[config.mk]
export PLATFORM = sky130hd
export DESIGN_NAME = scroll_msg_ctrl
export DESIGN_NICKNAME = d
export VERILOG_FILES = /design/src/rtl/scroll_pkg.sv /design/src/rtl/scroll_rate_div.sv /design/src/rtl/scroll_addr_seq.sv /design/src/rtl/scroll_disp.sv /design/src/rtl/scroll_msg_ctrl.sv
export SDC_FILE = /design/constraint.sdc
export NUM_CORES = 1
export LEC_CHECK = 0
export BUFFER_PORTS_ARGS = -buffer_cell sky130_fd_sc_hd__clkbuf_2
export CELL_PAD_IN_SITES_DETAIL_PLACEMENT = 1
export CELL_PAD_IN_SITES_GLOBAL_PLACEMENT = 1
export CORE_MARGIN = 2
export CORE_UTILIZATION = 35
export DETAILED_ROUTE_END_ITERATION = 10
export GPL_TIMING_DRIVEN = 0
export PLACE_DENSITY = 0.75
export SETUP_SLACK_MARGIN = 0.15
export SYNTH_ARGS = -nofsm -noshare
export SYNTH_HDL_FRONTEND = slang
export SYNTH_SLANG_ARGS = --single-unit
[constraint.sdc]
create_clock -name clk -period 3 [get_ports clk]
set_input_delay 0.6 -clock clk [delete_from_list [all_inputs] [get_ports clk]]
set_output_delay 0.6 -clock clk [all_outputs]
set_load 0.1 [all_outputs]
[src/rtl/scroll_pkg.sv]
package scroll_pkg;
   typedef enum logic {SCAN_FWD = 1'b0, SCAN_REV = 1'b1} scan_dir_e;
   localparam logic [7:0] CHAR_SPACE = 8'h20;
   localparam logic [7:0] CHAR_END   = 8'h00;
endpackage

[src/rtl/scroll_rate_div.sv]
module scroll_rate_div #(
   parameter int SPD_MIN  = 1,
   parameter int SPD_MAX  = 15,
   parameter int SPD_INIT = 8,
   parameter int UNIT_CYC = 262144
) (
   input  logic clk,
   input  logic rst,
   input  logic faster_i,
   input  logic slower_i,
   output logic tick_o
);
   localparam int SPD_W   = $clog2(SPD_MAX + 1);
   localparam int PER_W   = $clog2(SPD_MAX * UNIT_CYC + 1);
   localparam int UNIT_LG = $clog2(UNIT_CYC);
   localparam bit UNIT_P2 = ((UNIT_CYC & (UNIT_CYC - 1)) == 0);

   logic [SPD_W-1:0] speed_q;
   logic [PER_W-1:0] period;
   logic [PER_W-1:0] cnt_q;

   generate
      if (UNIT_P2) begin : g_shift
         assign period = PER_W'(speed_q) << UNIT_LG;
      end else begin : g_mult
         assign period = PER_W'(speed_q) * PER_W'(UNIT_CYC);
      end
   endgenerate

   assign tick_o = (cnt_q >= period - PER_W'(1));

   always_ff @(posedge clk) begin
      if (rst) begin
         speed_q <= SPD_W'(SPD_INIT);
         cnt_q   <= '0;
      end else begin
         if (faster_i && !slower_i && (speed_q > SPD_W'(SPD_MIN)))
            speed_q <= speed_q - SPD_W'(1);
         else if (slower_i && !faster_i && (speed_q < SPD_W'(SPD_MAX)))
            speed_q <= speed_q + SPD_W'(1);
         cnt_q <= tick_o ? '0 : cnt_q + PER_W'(1);
      end
   end
endmodule

[src/rtl/scroll_addr_seq.sv]
module scroll_addr_seq
   import scroll_pkg::*;
#(
   parameter int          ADDR_W = 10,
   parameter int          CHAR_W = 8,
   parameter logic [CHAR_W-1:0] TERM = CHAR_W'(CHAR_END)
) (
   input  logic              clk,
   input  logic              rst,
   input  logic              tick_i,
   input  logic [CHAR_W-1:0] data_i,
   output logic [ADDR_W-1:0] addr_o,
   output logic              rd_o,
   output logic              load_o
);
   localparam logic [ADDR_W-1:0] ADDR_LAST = '1;

   scan_dir_e         dir_q, nxt_dir;
   logic [ADDR_W-1:0] addr_q, nxt_addr;
   logic              cap_q;
   logic              is_end;

   assign is_end = (data_i == TERM);
   assign load_o = cap_q && !is_end;
   assign addr_o = addr_q;

   always_comb begin
      nxt_addr = addr_q;
      nxt_dir  = dir_q;
      if (dir_q == SCAN_FWD) begin
         if (is_end) begin
            if (addr_q == '0) begin
               nxt_addr = '0;
            end else if (addr_q == ADDR_W'(1)) begin
               nxt_addr = '0;
               nxt_dir  = SCAN_REV;
            end else begin
               nxt_addr = addr_q - ADDR_W'(2);
               nxt_dir  = SCAN_REV;
            end
         end else if (addr_q == ADDR_LAST) begin
            nxt_addr = addr_q - ADDR_W'(1);
            nxt_dir  = SCAN_REV;
         end else begin
            nxt_addr = addr_q + ADDR_W'(1);
         end
      end else begin
         if (addr_q == '0) begin
            nxt_addr = ADDR_W'(1);
            nxt_dir  = SCAN_FWD;
         end else begin
            nxt_addr = addr_q - ADDR_W'(1);
         end
      end
   end

   always_ff @(posedge clk) begin
      if (rst) begin
         addr_q <= '0;
         dir_q  <= SCAN_FWD;
         rd_o   <= 1'b0;
         cap_q  <= 1'b0;
      end else begin
         rd_o  <= tick_i;
         cap_q <= rd_o;
         if (cap_q) begin
            addr_q <= nxt_addr;
            dir_q  <= nxt_dir;
         end
      end
   end
endmodule

[src/rtl/scroll_disp.sv]
module scroll_disp #(
   parameter int          CHAR_W = 8,
   parameter logic [CHAR_W-1:0] BLANK = CHAR_W'(8'h20)
) (
   input  logic              clk,
   input  logic              rst,
   input  logic              load_i,
   input  logic [CHAR_W-1:0] char_i,
   output logic [CHAR_W-1:0] left_o,
   output logic [CHAR_W-1:0] right_o
);
   always_ff @(posedge clk) begin
      if (rst) begin
         left_o  <= BLANK;
         right_o <= BLANK;
      end else if (load_i) begin
         left_o  <= right_o;
         right_o <= char_i;
      end
   end
endmodule

[src/rtl/scroll_msg_ctrl.sv]
module scroll_msg_ctrl
   import scroll_pkg::*;
#(
   parameter int ADDR_W   = 10,
   parameter int CHAR_W   = 8,
   parameter int SPD_MIN  = 1,
   parameter int SPD_MAX  = 15,
   parameter int SPD_INIT = 8,
   parameter int UNIT_CYC = 262144
) (
   input  logic              clk,
   input  logic              rst,
   input  logic              faster_i,
   input  logic              slower_i,
   output logic [ADDR_W-1:0] mem_addr_o,
   output logic              mem_rd_o,
   input  logic [CHAR_W-1:0] mem_data_i,
   output logic [CHAR_W-1:0] left_char_o,
   output logic [CHAR_W-1:0] right_char_o
);
   localparam logic [CHAR_W-1:0] TERM  = CHAR_W'(CHAR_END);
   localparam logic [CHAR_W-1:0] BLANK = CHAR_W'(CHAR_SPACE);

   if (ADDR_W < 2) begin : g_bad_addr
      $error("ADDR_W must be at least 2");
   end
   if (CHAR_W < 7) begin : g_bad_char
      $error("CHAR_W must hold an ASCII code");
   end
   if (SPD_MIN < 1 || SPD_MAX < SPD_MIN || SPD_INIT < SPD_MIN || SPD_INIT > SPD_MAX) begin : g_bad_spd
      $error("speed limits out of order");
   end
   if (UNIT_CYC * SPD_MIN < 2) begin : g_bad_unit
      $error("shortest step must span at least two cycles");
   end

   logic tick;
   logic load;

   scroll_rate_div #(
      .SPD_MIN(SPD_MIN), .SPD_MAX(SPD_MAX), .SPD_INIT(SPD_INIT), .UNIT_CYC(UNIT_CYC)
   ) rate_i (
      .clk(clk), .rst(rst), .faster_i(faster_i), .slower_i(slower_i), .tick_o(tick)
   );

   scroll_addr_seq #(.ADDR_W(ADDR_W), .CHAR_W(CHAR_W), .TERM(TERM)) seq_i (
      .clk(clk), .rst(rst), .tick_i(tick), .data_i(mem_data_i),
      .addr_o(mem_addr_o), .rd_o(mem_rd_o), .load_o(load)
   );

   scroll_disp #(.CHAR_W(CHAR_W), .BLANK(BLANK)) disp_i (
      .clk(clk), .rst(rst), .load_i(load), .char_i(mem_data_i),
      .left_o(left_char_o), .right_o(right_char_o)
   );
endmodule

# After elaboration in Yosys (flattened, before gate mapping)

Index checks and enable logic that the tools add are counted.

Latch bits: 0
Register bits after elaboration: 55
Bits in writable memories: 0
Memories kept: 0
Memory bits (read-only): 0
Logic and storage cells: 44

Muxes and demuxes: 12
$lt $le $gt $ge: 3
Divide/modulo/power cells: 0
$mul: 0
Add/sub/neg operators: 7
Bitwise logic cells: 0
Shift operators: 0
Reduce and logical (&&, ||, !) cells: 12
Equal/unequal tests: 2

Operator list:

| cell                                                  | count |
|---|---|
| 2-to-1 mux 10 bit                                     | 6 |
| adder 22 x 1 -> 22 bit (second input constant)        | 1 |
| >= comparator 22 bit                                  | 1 |
| subtractor 22 x 1 -> 22 bit (second input constant)   | 1 |
| adder 10 x 1 -> 10 bit (second input constant)        | 1 |
| equality test 10 x 1 -> 1 bit (second input constant) | 1 |
| equality test 10 bit (second input constant)          | 1 |
| logical NOT 10 bit                                    | 1 |
| subtractor 10 x 1 -> 10 bit (second input constant)   | 1 |
| subtractor 10 x 2 -> 10 bit (second input constant)   | 1 |
| logical NOT 8 bit                                     | 1 |
| 2-to-1 mux 4 bit                                      | 2 |
| logical AND 1 bit                                     | 5 |
| adder 4 x 1 -> 4 bit (second input constant)          | 1 |
| > comparator 4 x 1 -> 1 bit (second input constant)   | 1 |
| less-than comparator 4 bit (second input constant)    | 1 |
| 2-to-1 mux 1 bit                                      | 4 |
| subtractor 4 x 1 -> 4 bit (second input constant)     | 1 |
| logical NOT 1 bit                                     | 3 |
| nonzero test 2 bit                                    | 1 |
| OR reduction 2 bit                                    | 1 |

# Logic depth before layout (Yosys ltp)

Gate-level depths: netlist of the first run.

Depth after elaboration: 5
Gate-level depth with buffers: 10
Mapped depth without buffers: 9

# Cells and area by module

A second synthesis of the first run with hierarchy kept.

Cells, all modules: 392
Area, all modules: 3298.2 sq um

By module, submodules not included:

| module          | sequential area each (sq um) | instances | cells an instance | area an instance (sq um) |
|---|---|---|---|---|
| scroll_rate_div | 520.5                        | 1         | 164               | 1403.8 |
| scroll_addr_seq | 260.2                        | 1         | 176               | 1310.0 |
| scroll_disp     | 320.3                        | 1         | 52                | 584.3 |

# Least setup slack after synthesis of the first run

No wires, ideal clock.

Path type: reg-to-reg
Start: reg seq_i.addr_q[1], in the netlist seq_i.addr_o[1]
End: reg seq_i.addr_q[3], in the netlist seq_i.addr_o[3]
Required time: 2.908 ns
Arrival time: 2.694 ns
Clock period less this slack: 2.785 ns
Cell stages (with the launch flop): 8
Setup slack: 0.215 ns
Path through: dfxtp_1 > ha_1 > nand3_1 > nor3_1 > mux2i_1 > a21oi_1 > and3b_1 > nor4_1

Cells in the longest elaborated chain, start to end: 5

RTL lines:

| item                                                                         | RTL line                                     | source |
|---|---|---|
| from (decl)                                                                  | scroll_addr_seq.sv:19                        | `logic [ADDR_W-1:0] addr_q, nxt_addr;` |
| from (signal assigned)                                                       | scroll_addr_seq.sv:67                        | `addr_q <= nxt_addr;` |
| subtractor 10 x 2 -> 10 bit or equality test 10 x 1 -> 1 bit (tied branches) | scroll_addr_seq.sv:38, scroll_addr_seq.sv:34 |  |
| 2-to-1 mux 10 bit                                                            | scroll_addr_seq.sv:34                        | `end else if (addr_q == ADDR_W'(1)) begin` |
| 2-to-1 mux 10 bit                                                            | scroll_addr_seq.sv:32                        | `if (addr_q == '0) begin` |
| 2-to-1 mux 10 bit                                                            | scroll_addr_seq.sv:31                        | `if (is_end) begin` |
| 2-to-1 mux 10 bit *                                                          | scroll_addr_seq.sv:30                        | `if (dir_q == SCAN_FWD) begin` |

Mark *: on every way between the ends. The rest lies on a longest branch, timed or not.
A chain may end at the register's enable or synchronous reset.

# Worst setup path in the final report of the first run

Start: reg seq_i.addr_q[2], in the netlist seq_i.addr_o[2]
End: reg seq_i.addr_q[7], in the netlist seq_i.addr_o[7]

The elaborated chain is that of the path after synthesis.

==> results.cfg, run 1 <==
[pwr]
leakagePower_nw = 1.37
p_int_mw = 0.943
p_seq_frac = 0.590
total_power_mw = 1.27
power_density_mw_per_mm2 = 367
p_comb_frac = 0.073
peakVddDrop_mv = 0.195
p_switching_mw = 0.328
p_sw_frac = 0.258
clock_power_share = 0.336

[clocking]
clkSlewWorstSetupHoldPaths_ns = 0.11
h-tree-depth = 2
clock_sinks = 55
cts_buffers = 5
clock_path_buffers = 2
clock_latency_ns = 0.31
cts_tree = built
root_buffer = clkbuf_8

[grt]
grt_antenna_before_repair = 0
gr-total-overflow = 0
grt_pass1_wl_um = 14400
grt_max_degree = 18
track_usage = 0.183
grt_pass1_vias = 2971

[sta]
finalHoldViolCount = 0
post-route-period-util = 0.881
skew_ns = 0.00524
period_minus_slack_ns = 2.64
fmax_mhz = 378
tightestPinTransition_ns = 0.734
maxSlewHeadroom = 0.505
slew_viol_final = 0
setup_viol = 0
fin_ws_ns = 0.356
hold_ws_ns = 0.465
rsz0062_at_grt = no
fin_tns_setup_ns = 0

[finish]
post-route-cell-area_mm2 = 0.00347
final_cell_count_no_fill = 536
layout_commonest_cell = dfxtp_1
diodes = 0
drive_gt1_frac = 0.147
fill_cells = 1093
final_cell_mix = dfxtp_1 (55), nor2_1 (52), nand2_1 (51)
fin_util = 0.403
final_net_count = 455
areaGrowthSynthToFinish_pct = 13.9

[route]
ant_nets = 0
via_per_inst = 5.31
dr.pass1.iters = 4
drc_errors = 0
wl_per_cell_um = 15.5
routed_wl_um = 8310
drtIter0Drc = 65
num_vias = 2846

[critical_path]
reg2reg_slack_ns = 0.36
endpoint = seq_i.addr_o[7]
startpoint = seq_i.addr_o[2]
reg2reg_depth = 7
worst_setup_path_start_kind = flop
cp-end-kind = flop
required_ns = 3.18
rr_endpoint = seq_i.addr_o[7]
crit_fanout = 8
crit_type = reg -> reg
critPathArrivalTime_ns = 2.83
timing.rr.start = seq_i.addr_o[2]

[floorplanning]
fp.dieW_um = 97.2
core_mm2 = 0.00859
die_y_um = 97.2
io-pin-count = 39
initial_utilization = 0.354
fp-row-count = 34
die_area_mm2 = 0.00946

[synthesis]
syn_inst = 384
yosysSeqAreaShare = 0.362
synth_area_mm2 = 0.00304
synth_edf_count = 0
synth_top_area_cell = dfxtp_1
synth.net_count = 411
synth_seq_cells = 55
yosys.area.top_type_share = 0.362
async_reset_ff_frac = 0
ys_top_cells_by_area = dfxtp_1 (36%), nor2_1 (6.4%), nand2_1 (6.3%)
postSynthAreaPerCell_um2 = 7.92
synth_cell_types = 50
synth_ff_type = dfxtp_1
yosys_warnings = 0

[run_status]
status = finished, final reports clean

[placement]
port-buffer-count = 37
placed_cell_area_mm2 = 0.00336
gp_congestion = 0.824
placed_cells = 529
place_ws_ns = 0.290
dp_hpwl_um = 6190

[worst_hold_path]
hold_path_class = reg -> reg

[job]
drv_cap = 0
## flip-flops by register name, summed over array words and instances (netlist names)
name / count
rate_i.cnt_q: 22
seq_i.dir_q: 1
seq_i.addr_o: 10
disp_i.left_o: 8
seq_i.rd_o: 1
seq_i.cap_q: 1
disp_i.right_o: 8
rate_i.speed_q: 4
## cell usage after synthesis, types with 5 or more instances
master / instances
nand3_1: 21
nor3_1: 10
clkbuf_1: 12
ha_1: 15
o211ai_1: 5
xnor2_1: 13
nor4_1: 5
dfxtp_1: 55
a21oi_1: 33
buf_2: 5
o21ai_0: 8
and3_1: 5
inv_1: 10
xor2_1: 17
nor2_1: 52
nand4_1: 5
nand2_1: 51
## kinds of logic (layout without fill, tap and decap cells)
kind of cell               after synthesis  after routing  share of synthesized area
DFF                                     55             55                      0.362
buffers and inverters                   30             74                     0.0415
xor gates and xnor gates                30             30                     0.0863
AOI/OAI and AO/OA                       74             74                      0.161
muxes                                    3              3                     0.0103
adders and majority gates               15             15                     0.0617
and+or+nand+nor                        177            177                      0.278
## power groups by stage
stage,clock network (mW),registers [mW],logic [mW]
floorplan,0,0.764,0.0649
global placement,0,0.767,0.0896
detailed placement,0,0.768,0.0937
CTS,0.442,0.751,0.0954
global route,0.474,0.753,0.105
finish,0.427,0.751,0.0934
## critical path, cell delays in order, from the launching register on
cell and delay [ns]:
dfxtp_1 0.35, buf_6 0.14, or4_4 0.56, o41ai_4 0.45, a21boi_0 0.55, o221ai_1 0.20, a21oi_1 0.19, nor3_1 0.07
## timing repair
item	in CTS	in global routing
hold buffers	0	0
setup endpoints to repair	0	25
gates resized for setup	0	3
setup buffers	0	0
hold endpoints to repair	0	0
## cell type report
type | instances | area, um^2 | share of cell area
Clock buffer | 5 | 68.8 | 0.0199
Buffer | 20 | 88.8 | 0.0256
Sequential cell | 55 | 1100 | 0.318
Tap cell | 108 | 135 | 0.0390
Clock inverter | 2 | 17.5 | 0.00505
Timing Repair Buffer | 37 | 185 | 0.0534
Inverter | 10 | 37.5 | 0.0108
Multi-Input combinational cell | 299 | 1830 | 0.529
## routing by layer
metal | routed length [um] | GRT usage | vias to the layer above
met5 | 0 | 0 | -
met4 | 62 | 0.0321 | 0
met3 | 205 | 0.0338 | 5
met2 | 3970 | 0.323 | 32
met1 | 4080 | 0.236 | 1384
li1 | - | - | 1425
## worst min-delay path by stage
stage / endpoint / depth (start not counted) / from / slack (ns)
5_1_grt: disp_i.left_o[0] / 2 / disp_i.left_o[0] / 0.50
3_5_place_dp: disp_i.left_o[1] / 2 / disp_i.left_o[1] / 0.46
4_1_cts: disp_i.left_o[1] / 2 / disp_i.left_o[1] / 0.47
3_3_place_gp: rate_i.cnt_q[0] / 1 / rate_i.cnt_q[0] / 0.44
2_1_floorplan: rate_i.cnt_q[0] / 1 / rate_i.cnt_q[0] / 0.43
6_report: disp_i.left_o[3] / 2 / disp_i.left_o[3] / 0.47
(Power assumes the default switching activity.)
==> inputs of run 2 (changes only) <==
--- a/config.mk
+++ b/config.mk
@@ -14,6 +14,7 @@
 export GPL_TIMING_DRIVEN = 0
 export PLACE_DENSITY = 0.75
 export SETUP_SLACK_MARGIN = 0.15
+export SLEW_MARGIN = 20
 export SYNTH_ARGS = -nofsm -noshare
 export SYNTH_HDL_FRONTEND = slang
 export SYNTH_SLANG_ARGS = --single-unit
==> constraint.sdc (replaced) <==
create_clock -name clk -period 3 [get_ports clk]
set_input_delay 0.6 -clock clk [delete_from_list [all_inputs] [get_ports clk]]
set_output_delay 0.6 -clock clk [all_outputs]
set_load 0.005 [all_outputs]
==> run 2 against run 1 <==
Against the previous run:
- clock-buffer cell count is the same
- non-clock buffer count is the same
- die area is the same
- sequential power is essentially flat
- fmax grew 1.0%
- utilization is the same
- clock skew grew 0.00098 ns
- hold slack is essentially flat
- combinational power is essentially flat
- critical path depth is the same
==> results.cfg, run 2 (synthesis gave the netlist of run 1 again) <==
[finish]
layout_commonest_cell = dfxtp_1
top_register = rate_i.cnt_q
multi_input_area_mm2 = 0.00183
final_cell_mix = dfxtp_1 (55), nor2_1 (52), nand2_1 (51)
fill_cells = 1093
diodes = 0
final_net_count = 455
areaGrowthSynthToFinish_pct = 13.9
largest_register_ffs = 22
seq_area_mm2 = 0.00110
drive_gt1_frac = 0.147
final_cell_count_no_fill = 536

[grt]
grt_pass1_wl_um = 14400
track_usage = 0.183
grt_pass1_vias = 2971
grt_max_degree = 18
grt_antenna_before_repair = 0
gr-total-overflow = 0

[placement]
dp_hpwl_um = 6190
gp_congestion = 0.824
port-buffer-count = 37
placed_cells = 529

[sta]
maxSlewHeadroom = 0.502
post-route-period-util = 0.872
slew_viol_final = 0
rsz0062_at_grt = no
skew_ns = 0.00622
hold_ws_ns = 0.465
period_minus_slack_ns = 2.62
fmax_mhz = 382
fin_tns_setup_ns = 0
setup_viol = 0
tightestPinTransition_ns = 0.738
finalHoldViolCount = 0

[critical_path]
required_ns = 3.18
worst_setup_path_start_kind = flop
crit_fanout = 8
critPathArrivalTime_ns = 2.80
cp-end-kind = flop
reg2reg_depth = 7
crit_type = reg -> reg
reg2reg_slack_ns = 0.38

[pwr]
power_density_mw_per_mm2 = 366
peakVddDrop_mv = 0.193
leakagePower_nw = 1.37

[route]
dr.pass1.iters = 4
routed_wl_um = 8280
via_per_inst = 5.29
ant_nets = 0
drtIter0Drc = 45
drc_errors = 0
wl_per_cell_um = 15.4
num_vias = 2835

[clocking]
clkSlewWorstSetupHoldPaths_ns = 0.11
clock_latency_ns = 0.31
root_buffer = clkbuf_8
cts_buffers = 5
h-tree-depth = 2
cts_tree = built
clock_sinks = 55
clock_path_buffers = 2

[run_status]
status = finished, final reports clean

[floorplanning]
fp.dieW_um = 97.2
die_area_mm2 = 0.00946
fp-row-count = 34
die_y_um = 97.2
initial_utilization = 0.354
io-pin-count = 39
core_mm2 = 0.00859

[job]
drv_cap = 0

[worst_hold_path]
worstHoldPathCells = 2
hold_path_class = reg -> reg
==> run 2: cell counts in the layout (fill, tap and decap cells not counted) <==
No cell type changed its count.
==> run 2: cell type report <==
cell class,count,area share
Multi-Input combinational cell,299,0.529
Sequential cell,55,0.318
Timing Repair Buffer,37,0.0534
Tap cell,108,0.0390
Buffer,20,0.0256
Clock buffer,5,0.0199
Inverter,10,0.0108
Clock inverter,2,0.00505
==> run 2: worst max-delay path, cell delays in order (launching register included) <==
cell and delay [ns]:
dfxtp_1 0.35, buf_6 0.14, or4_4 0.56, o41ai_4 0.44, a21boi_0 0.55, o221ai_1 0.20
a21oi_1 0.18, nor3_1 0.07
==> run 2: power breakdown <==
group | internal [mW] | switching [mW] | total, mW
clock | 0.165 | 0.258 | 0.423
combinational | 0.0385 | 0.0547 | 0.0931
sequential | 0.740 | 0.0112 | 0.751
total | 0.943 | 0.324 | 1.27
==> run 2: what timing repair did <==
action	CTS	global route
setup buffers	0	0
gates resized for setup	0	2
hold buffers	0	0
endpoints found under the setup margin	0	5
==> run 2: path summary, 6_finish.rpt <==
path | endpoint | startpoint
setup reg to reg | seq_i.addr_o[7] | seq_i.addr_o[2]
hold / removal | disp_i.left_o[3] | disp_i.left_o[3]
hold reg to reg | disp_i.left_o[3] | disp_i.left_o[3]
setup / recovery | seq_i.addr_o[7] | seq_i.addr_o[2]
==> run 2: per-layer routing <==
metal / global-route usage / up-vias / share of wire
li1: - / 1424 / -
met4: 0.0321 / 0 / 0.0048
met2: 0.323 / 44 / 0.48
met1: 0.236 / 1365 / 0.48
met3: 0.0338 / 2 / 0.035
met5: 0 / - / 0
==> run 2: stage by stage <==
step	cell area (um^2)	power [mW]	util	worst slack (ns)
3_5_place_dp	3360	0.861	0.391	0.290
4_1_cts	3450	1.29	0.401	0.322
6_report	3470	1.27	0.403	0.383
2_1_floorplan	3040	0.829	-	0.774
3_3_place_gp	3360	0.856	0.391	0.300
5_1_grt	3470	1.33	0.403	0.192
==> inputs of run 3 (changes only) <==
--- a/config.mk
+++ b/config.mk
@@ -8,6 +8,7 @@
 export BUFFER_PORTS_ARGS = -buffer_cell sky130_fd_sc_hd__clkbuf_2
 export CELL_PAD_IN_SITES_DETAIL_PLACEMENT = 1
 export CELL_PAD_IN_SITES_GLOBAL_PLACEMENT = 1
+export CORE_ASPECT_RATIO = 1.2
 export CORE_MARGIN = 2
 export CORE_UTILIZATION = 35
 export DETAILED_ROUTE_END_ITERATION = 10
==> run 3 against run 2 <==
Against the previous run:
- sequential power hardly changed
- largest cell class unchanged
- wire length fell by 1.8%
- hold slack got worse by 0.0012 ns
- final cell count increased by 1.9%
- first-iteration DRC count rose by 78%
- clock-buffer cell count increased by 1
- combinational power hardly changed
- non-clock buffer count is the same
- fmax decreased by 0.87%
- highest routed layer unchanged
- total power rose by 2.8%
==> results.cfg, run 3 (synthesis gave the netlist of run 1 again) <==
[critical_path]
cp-end-kind = flop
rr_endpoint = rate_i.cnt_q[16]
reg2reg_slack_ns = 0.36
critPathArrivalTime_ns = 2.89
timing.rr.start = rate_i.speed_q[0]
worst_setup_path_start_kind = flop
crit_fanout = 10
reg2reg_depth = 10
required_ns = 3.25
crit_type = reg -> reg

[floorplanning]
core_mm2 = 0.00852
fp.dieW_um = 89.1
io-pin-count = 39
die_area_mm2 = 0.00946
die_y_um = 106
initial_utilization = 0.357
fp-row-count = 37

[finish]
fin_util = 0.409
final_net_count = 455
seq_area_mm2 = 0.00110
final_cell_mix = dfxtp_1 (55), nor2_1 (52), nand2_1 (51)
top_register = rate_i.cnt_q
drive_gt1_frac = 0.147
areaGrowthSynthToFinish_pct = 14.6
fill_cells = 1114
largest_register_ffs = 22
multi_input_area_mm2 = 0.00183
diodes = 0
layout_commonest_cell = dfxtp_1

[route]
num_vias = 2872
ant_nets = 0
drc_errors = 0
drtIter0Drc = 80
dr.pass1.iters = 4
routed_wl_um = 8130
via_per_inst = 5.26
wl_per_cell_um = 14.9

[worst_hold_path]
holdPathEnd = disp_i.left_o[6]
hold_path_class = reg -> reg
min_from = disp_i.left_o[6]
worstHoldPathCells = 2

[grt]
grt_max_degree = 19
grt_antenna_before_repair = 0
grt_pass1_vias = 2914
grt_pass1_wl_um = 13300
gr-total-overflow = 0
track_usage = 0.175

[sta]
setup_viol = 0
skew_ns = 0.0179
period_minus_slack_ns = 2.64
fin_tns_setup_ns = 0
post-route-period-util = 0.880
rsz0062_at_grt = no
slew_viol_final = 0
tightestPinTransition_ns = 0.803
finalHoldViolCount = 0
maxSlewHeadroom = 0.458
fmax_mhz = 379
fin_ws_ns = 0.360

[pwr]
power_density_mw_per_mm2 = 374
peakVddDrop_mv = 0.204
leakagePower_nw = 1.37

[clocking]
root_buffer = clkbuf_8
clock_sinks = 55
clock_path_buffers = 2
cts_tree = built
clock_latency_ns = 0.32
h-tree-depth = 2
cts_buffers = 5
clkSlewWorstSetupHoldPaths_ns = 0.11
holdBufCountCts = 0
post-cts-setup-buffers = 0

[placement]
place_ws_ns = 0.0768
port-buffer-count = 37
dp_hpwl_um = 6080
gp_congestion = 0.826

[job]
drv_cap = 0

[run_status]
status = finished, final reports clean
-- run 3: changes by cell type in the layout (fill, tap and decap cells not counted) --
cell	previous run	this run
clkinv_4	1	0
clkbuf_8	5	6
a21boi_1	0	1
a21boi_0	1	0
inv_6	1	2
nor3b_2	1	0
nor3b_1	3	4
-- run 3: how the worst max path moves through the flow --
stage | start | endpoint | depth (start not counted)
2_1_floorplan | seq_i.addr_o[2] | seq_i.addr_o[9] | 7
3_3_place_gp | mem_data_i[3] | seq_i.addr_o[7] | 7
3_5_place_dp | mem_data_i[3] | seq_i.addr_o[7] | 7
4_1_cts | seq_i.addr_o[1] | seq_i.addr_o[7] | 7
5_1_grt | rate_i.speed_q[0] | rate_i.cnt_q[16] | 10
6_report | rate_i.speed_q[0] | rate_i.cnt_q[16] | 10
-- run 3: where the power goes --
group	internal (mW)	switching [mW]	total [mW]	leakage, nW
Combinational	0.0387	0.0546	0.0933	0.877
Clock	0.194	0.265	0.459	0.0522
Sequential	0.740	0.0105	0.750	0.444
Total	0.972	0.330	1.30	1.37
-- run 3: what timing repair did --
| action | CTS | global route |
|---|---|---|
| setup endpoints to repair | 0 | 5 |
| resized for setup | 0 | 2 |
| hold endpoints to repair | 0 | 0 |
-- run 3: worst max-delay path, stage by stage (launching register included) --
cell and delay (ns):
dfxtp_1 0.49, inv_1 0.10, ha_1 0.36, ha_1 0.32, a21oi_1 0.19, nor2b_1 0.07
a311o_1 0.34, a21oi_1 0.20, nand2b_1 0.16, buf_2 0.22, nor2_1 0.11
-- run 3: final cells by class --
class                      count  area share
sequential                    55       0.316
clock inverter                 2     0.00503
multi-input combinational    299       0.524
buffer                        20      0.0255
timing repair buffer          37      0.0531
clock buffer                   6      0.0237
inverter                      10      0.0108
tap                          117      0.0420
-- run 3: per-stage QoR --
step,instances,power [mW],cell area [um^2],hold slack [ns]
floorplan,384,0.829,3040,0.430
global placement,538,0.854,3370,0.444
detailed placement,538,0.861,3370,0.456
CTS,546,1.33,3470,0.470
global route,546,1.36,3490,0.480
finish,546,1.30,3490,0.464
-- run 3: routing by layer --
metal	part of all wire	routed length, um	global-route usage	vias up
li1	-	-	-	1421
met1	0.43	3490	0.206	1392
met2	0.53	4280	0.317	46
met3	0.026	213	0.0264	13
met4	0.018	144	0.0554	0
met5	0	0	0	-
